### src/rtl/doorbell_pkg.sv
package doorbell_pkg;

    // Register offsets seen by each core on its own port
    typedef enum logic [1:0] {
        DB_SET_PEER = 2'd0,
        DB_CLR_PEER = 2'd1,
        DB_SET_SELF = 2'd2,
        DB_CLR_SELF = 2'd3
    } db_reg_e;

    // Per-core interrupt line state
    typedef enum logic {
        IRQ_QUIET   = 1'b0,
        IRQ_RINGING = 1'b1
    } irq_state_e;

    localparam int unsigned NUM_CORES = 2;

endpackage

### src/rtl/db_port_decode.sv
module db_port_decode
    import doorbell_pkg::*;
#(
    parameter int unsigned DATA_W = 32,
    parameter int unsigned DB_W   = 8
) (
    input  logic              we,
    input  logic [1:0]        addr,
    input  logic [DATA_W-1:0] wdata,
    output logic [DB_W-1:0]   set_self,
    output logic [DB_W-1:0]   clr_self,
    output logic [DB_W-1:0]   set_peer,
    output logic [DB_W-1:0]   clr_peer
);

    logic [DB_W-1:0] mask;
    logic            unused_hi;

    assign mask      = wdata[DB_W-1:0];
    assign unused_hi = ^wdata[DATA_W-1:DB_W];

    always_comb begin
        set_self = '0;
        clr_self = '0;
        set_peer = '0;
        clr_peer = '0;
        if (we) begin
            unique case (db_reg_e'(addr))
                DB_SET_PEER: set_peer = mask;
                DB_CLR_PEER: clr_peer = mask;
                DB_SET_SELF: set_self = mask;
                DB_CLR_SELF: clr_self = mask;
            endcase
        end
    end

endmodule

### src/rtl/db_pending_bank.sv
module db_pending_bank #(
    parameter int unsigned DB_W = 8
) (
    input  logic            clk,
    input  logic            rst_n,
    input  logic [DB_W-1:0] set_own,
    input  logic [DB_W-1:0] clr_own,
    input  logic [DB_W-1:0] set_peer,
    input  logic [DB_W-1:0] clr_peer,
    output logic [DB_W-1:0] pend_q,
    output logic [DB_W-1:0] pend_next
);

    logic [DB_W-1:0] set_all;
    logic [DB_W-1:0] clr_all;

    // Requests from both ports are merged; set overrides clear
    always_comb begin
        set_all   = set_own | set_peer;
        clr_all   = clr_own | clr_peer;
        pend_next = (pend_q & ~clr_all) | set_all;
    end

    always_ff @(posedge clk or negedge rst_n) begin
        if (!rst_n) begin
            pend_q <= '0;
        end else begin
            pend_q <= pend_next;
        end
    end

endmodule

### src/rtl/db_irq_fsm.sv
module db_irq_fsm
    import doorbell_pkg::*;
#(
    parameter int unsigned DB_W = 8
) (
    input  logic            clk,
    input  logic            rst_n,
    input  logic [DB_W-1:0] pend_next,
    output logic            irq
);

    irq_state_e state_q;
    irq_state_e state_d;
    logic       any_next;

    assign any_next = |pend_next;

    // State register
    always_ff @(posedge clk or negedge rst_n) begin
        if (!rst_n) begin
            state_q <= IRQ_QUIET;
        end else begin
            state_q <= state_d;
        end
    end

    // Transitions: RING and ACK_ALL
    always_comb begin
        state_d = state_q;
        unique case (state_q)
            IRQ_QUIET:   if (any_next)  state_d = IRQ_RINGING;
            IRQ_RINGING: if (!any_next) state_d = IRQ_QUIET;
        endcase
    end

    // Output process
    always_comb begin
        irq = (state_q == IRQ_RINGING);
    end

endmodule

### src/rtl/db_read_mux.sv
module db_read_mux
    import doorbell_pkg::*;
#(
    parameter int unsigned DATA_W = 32,
    parameter int unsigned DB_W   = 8
) (
    input  logic [1:0]        addr,
    input  logic [DB_W-1:0]   own_pend,
    input  logic [DB_W-1:0]   peer_pend,
    output logic [DATA_W-1:0] rdata
);

    localparam int unsigned PAD_W = DATA_W - DB_W;

    logic [DB_W-1:0] sel;

    always_comb begin
        unique case (db_reg_e'(addr))
            DB_SET_PEER,
            DB_CLR_PEER: sel = peer_pend;
            DB_SET_SELF,
            DB_CLR_SELF: sel = own_pend;
        endcase
        rdata = {{PAD_W{1'b0}}, sel};
    end

endmodule

### src/rtl/doorbell_xcore.sv
module doorbell_xcore
    import doorbell_pkg::*;
#(
    parameter int unsigned DATA_W = 32,
    parameter int unsigned DB_W   = 8
) (
    input  logic              clk,
    input  logic              rst_n,
    input  logic              c0_we,
    input  logic [1:0]        c0_addr,
    input  logic [DATA_W-1:0] c0_wdata,
    output logic [DATA_W-1:0] c0_rdata,
    input  logic              c1_we,
    input  logic [1:0]        c1_addr,
    input  logic [DATA_W-1:0] c1_wdata,
    output logic [DATA_W-1:0] c1_rdata,
    output logic              irq0,
    output logic              irq1
);

    logic [NUM_CORES-1:0]             we_v;
    logic [NUM_CORES-1:0][1:0]        addr_v;
    logic [NUM_CORES-1:0][DATA_W-1:0] wdata_v;
    logic [NUM_CORES-1:0][DATA_W-1:0] rdata_v;
    logic [NUM_CORES-1:0][DB_W-1:0]   set_self_v;
    logic [NUM_CORES-1:0][DB_W-1:0]   clr_self_v;
    logic [NUM_CORES-1:0][DB_W-1:0]   set_peer_v;
    logic [NUM_CORES-1:0][DB_W-1:0]   clr_peer_v;
    logic [NUM_CORES-1:0][DB_W-1:0]   pend_v;
    logic [NUM_CORES-1:0][DB_W-1:0]   pend_nx_v;
    logic [NUM_CORES-1:0]             irq_v;
    logic [DB_W-1:0]                  pend_c0;
    logic [DB_W-1:0]                  pend_c1;

    assign we_v    = {c1_we, c0_we};
    assign addr_v  = {c1_addr, c0_addr};
    assign wdata_v = {c1_wdata, c0_wdata};

    generate
        for (genvar c = 0; c < NUM_CORES; c++) begin : g_core
            localparam int unsigned PEER = NUM_CORES - 1 - c;

            db_port_decode #(.DATA_W(DATA_W), .DB_W(DB_W)) u_dec (
                .we       (we_v[c]),
                .addr     (addr_v[c]),
                .wdata    (wdata_v[c]),
                .set_self (set_self_v[c]),
                .clr_self (clr_self_v[c]),
                .set_peer (set_peer_v[c]),
                .clr_peer (clr_peer_v[c])
            );

            db_pending_bank #(.DB_W(DB_W)) u_bank (
                .clk       (clk),
                .rst_n     (rst_n),
                .set_own   (set_self_v[c]),
                .clr_own   (clr_self_v[c]),
                .set_peer  (set_peer_v[PEER]),
                .clr_peer  (clr_peer_v[PEER]),
                .pend_q    (pend_v[c]),
                .pend_next (pend_nx_v[c])
            );

            db_irq_fsm #(.DB_W(DB_W)) u_fsm (
                .clk       (clk),
                .rst_n     (rst_n),
                .pend_next (pend_nx_v[c]),
                .irq       (irq_v[c])
            );

            db_read_mux #(.DATA_W(DATA_W), .DB_W(DB_W)) u_rd (
                .addr      (addr_v[c]),
                .own_pend  (pend_v[c]),
                .peer_pend (pend_v[PEER]),
                .rdata     (rdata_v[c])
            );
        end
    endgenerate

    assign c0_rdata = rdata_v[0];
    assign c1_rdata = rdata_v[1];
    assign irq0     = irq_v[0];
    assign irq1     = irq_v[1];
    assign pend_c0  = pend_v[0];
    assign pend_c1  = pend_v[1];

endmodule

### config.mk
export PLATFORM = sky130hd
export DESIGN_NAME = doorbell_xcore
export DESIGN_NICKNAME = d
export VERILOG_FILES = /design/src/rtl/doorbell_pkg.sv /design/src/rtl/db_port_decode.sv /design/src/rtl/db_pending_bank.sv /design/src/rtl/db_irq_fsm.sv /design/src/rtl/db_read_mux.sv /design/src/rtl/doorbell_xcore.sv
export SDC_FILE = /design/constraint.sdc
export NUM_CORES = 1
export LEC_CHECK = 0
export BUFFER_PORTS_ARGS = -buffer_cell sky130_fd_sc_hd__clkbuf_2
export CORE_MARGIN = 3
export CORE_UTILIZATION = 38
export DETAILED_ROUTE_END_ITERATION = 8
export GPL_TIMING_DRIVEN = 0
export PLACE_DENSITY = 0.8
export SLEW_MARGIN = 20
export SYNTH_ARGS = -nofsm -noshare
export SYNTH_HDL_FRONTEND = slang
export SYNTH_SLANG_ARGS = --single-unit
### constraint.sdc
create_clock -name clk -period 1.1 [get_ports clk]
set_input_delay 0.055 -clock clk [delete_from_list [all_inputs] [get_ports clk]]
set_output_delay 0.055 -clock clk [all_outputs]
set_load 0.02 [all_outputs]
==> flow_summary_export.csv <==
group,metric,value,unit
sta,fmax,857,MHz
place,gp_congestion,0.905,
power,pwr-share-comb,0.505,
power,pwr-share-clk,0.173,
drt,drtIter0Drc,112,
worst_setup_path,worst_ep_required_time,1.22,ns
drt,wl_met2,1970,um
clock_network,cts_tree,"built",
sta,setup_violations,18,
logic_synthesis,synth_cell_types,18,
worst_setup_path,crit_arrival,1.29,ns
die,initial_core_util,0.413,
worst_setup_path,cpMostUsedCell,"nand3_1",
logic_synthesis,yosys.area_share.xor_xnor,0,
drt,wl_met3,480,um
power,power_frac_seq,0.323,
sta,post-route-period-util,1.06,
sta,hold_slack,0.106,ns
global_routing,overflow,0,
die,dieArea,5000,um2
power,finalPower,2640,uW
sta,rsz0062_at_grt,"yes",
drt,vias,1551,
worst_setup_path,cp-start-kind,"primary input",
logic_synthesis,synth_seq_cells,18,
sta,tightest_slew,0.618,ns
drt,routed_wl,4320,um
clock_network,clk_latency,0.25,ns
power,internal-power,1670,uW
drt,wl_met1,1800,um
clock_network,cts_max_level,1,
cells_and_area,final_common_cell,"buf_4",
cells_and_area,syn2layout_area_growth,41.8,%
hold_path,min_from,"c0_wdata[0]",
logic_synthesis,synthSimpleGateAreaFrac,0.237,
status,violations,"negative setup slack",
drt,dr.pass1.iters,4,
run,maxCapViolations,0,
sta,timing.final.ws_setup,-0.0670,ns
power,power.share.switching,0.368,
hold_path,worstHoldPathType,"primary input to register",
drt,via_per_inst,4.82,
place,dp_hpwl,3190,um
drt,wl_per_cell,13.4,um
worst_setup_path,critical_path_class,"primary input to register",
logic_synthesis,synth.area.mux_share,0.113,
clock_network,cts_buffer_depth,2,
logic_synthesis,yosys.area_share.adder,0,
die,fp.dieH,70.7,um
clock_network,cts.sinks,18,
sta,maxSlewHeadroom,0.586,
cells_and_area,final_net_count,348,
cells_and_area,antennaDiodeCount,0,
cells_and_area,postLayoutCoreUtil,0.586,
worst_setup_path,cpPeakStageDelay,0.31,ns
logic_synthesis,synth_compound_area_frac,0.0912,
die,die_w,70.7,um
power,ir_drop,0.490,mV
sta,skew,0.00107,ns
cells_and_area,final_cell_mix,"52 x buf_4, 48 x conb_1, 29 x nand3_1, 24 x clkbuf_2, 18 x dfrtp_1",
global_routing,grt_use_total,0.163,
global_routing,antenna_found_initial,0,
place,place_ws,-0.320,ns
die,core_area,3850,um2
drt,antenna_left,0,
logic_synthesis,synth.cell_area,1590,um2
drt,top_layer,"met4",
power,powerDensity,1170,nW/um2
logic_synthesis,synth_top_family_by_area,"buffers and inverters",
sta,finalHoldViolCount,0,
die,ios,138,
worst_setup_path,crit_slowest_cell,"nor4_1",
worst_setup_path,regToRegStartpoint,"g_core[1].u_bank.pend_q[1]$_DFF_PN0_",
global_routing,grt_max_degree,19,
logic_synthesis,yosys_warnings,0,
drt,drc,0,
worst_setup_path,crit_start,"c1_addr[1]",
die,fp-row-count,22,
logic_synthesis,seq_area_frac_synth,0.283,
power,leakagePower,0.00117,uW
cells_and_area,drive_gt1_frac,0.445,
place,dp_cells,314,
clock_network,clkTransAtPathRegs,0.06,ns
clock_network,cts_root_buf,"clkbuf_8",
worst_setup_path,crit_fanout,10,
worst_setup_path,crit_buf_inv,2,
power,switchingPower,973,uW
place,portBuffers,38,
logic_synthesis,syn_avg_cell_area,8.79,um2
cells_and_area,fill_cells,332,
sta,finalCriticalPeriod,1.17,ns
logic_synthesis,syn-instance-count,181,
clock_network,cts_made_buffers,3,
worst_setup_path,worstPathCellList,"clkbuf_2, clkbuf_4, nand3_1, nand3_1, o211ai_1, nor4_1, nand2_1",
global_routing,grt_pass1_vias,1473,
cells_and_area,instances_no_fill,322,
sta,final_max_slew_viol_count,0,
status,status,"finished with violations",
global_routing,grt_pass1_wl,6640,um
worst_setup_path,crit_family,"simple AND/OR/NAND/NOR gates",
worst_setup_path,endpoint_kind,"register",
## power groups by stage
stage / clock network, uW / registers, uW / logic [uW]
floorplan: 0 / 834 / 795
global placement: 0 / 851 / 1040
detailed placement: 0 / 858 / 1050
CTS: 463 / 848 / 1130
global route: 492 / 864 / 1420
finish: 456 / 852 / 1330
## through the flow
stage	setup TNS (ns)	cell area, um2
2_1_floorplan	-0.0276	1780
3_3_place_gp	-0.575	2030
3_5_place_dp	-0.613	2030
4_1_cts	-0.533	2140
5_1_grt	-0.950	2260
6_report	-0.388	2260
## worst min-delay path, cell delays in order
cell	delay, ns
clkbuf_2	0.12
a32oi_1	0.06
nand2_1	0.09
## flip-flops by register name, indices dropped and copies added, names as in the netlist
signal and count:
g_core.u_bank.pend_q 16, g_core.u_fsm.irq 2
## what timing repair did
action                                  in CTS  in global routing
endpoints found under the hold margin       18                  0
pin swaps                                    5                  6
cloned                                       0                  0
hold buffers                                 1                  0
setup buffers                                3                  1
resized for setup                           10                 48
endpoints found under the setup margin      18                 18
## cells by family (layout without fill, tap and decap cells)
kind of cell	after synthesis	count (layout)
AND/OR/NAND/NOR	67	67
AO/OA/AOI/OAI	19	19
multiplexers	16	16
flip-flops	18	18
buffers and inverters	60	106
other	1	48
## worst paths after layout
check | slack (ns) | cells past startpoint | to
min in group asynchronous | 0.29 | 2 | g_core[0].u_bank.pend_q[5]$_DFF_PN0_
max in group asynchronous | 0.49 | 2 | g_core[1].u_bank.pend_q[4]$_DFF_PN0_
worst max-delay path | -0.07 | 7 | g_core[1].u_fsm.irq$_DFF_PN0_
worst min-delay path | 0.11 | 3 | g_core[0].u_bank.pend_q[0]$_DFF_PN0_
worst min register to register | 0.57 | 2 | g_core[0].u_bank.pend_q[2]$_DFF_PN0_
worst max register to register | -0.06 | 4 | g_core[1].u_fsm.irq$_DFF_PN0_
## metal layers
layer,global-route usage,vias to the layer above
li1,-,749
met1,0.219,688
met2,0.257,105
met3,0.0313,9
met4,0.0626,0
met5,0,-
## cells in the mapped netlist (all sizes together)
| cell type | number | area, um2 |
|---|---|---|
| nor2 | 1 | 3.75 |
| nand4b | 5 | 43.8 |
| dfrtp | 18 | 450 |
| o21ai | 3 | 15.0 |
| nand3 | 29 | 145 |
| mux2 | 16 | 180 |
| o211ai | 8 | 60.1 |
| nor3b | 1 | 12.5 |
| conb | 1 | 3.75 |
| nand2 | 15 | 56.3 |
| nor4 | 4 | 25.0 |
| a32oi | 8 | 70.1 |
| nand3b | 11 | 82.6 |
| and3b | 1 | 8.76 |
| clkbuf | 1 | 3.75 |
| buf | 59 | 430 |
## final cells by class
class,count,area (um2),area share
clock buffer,3,41.3,0.0183
tap,48,60.1,0.0266
buffer,60,445,0.197
timing repair buffer,43,335,0.149
multi-input combinational,150,925,0.410
sequential,18,450,0.200
Power figures use the tool's default switching activity.
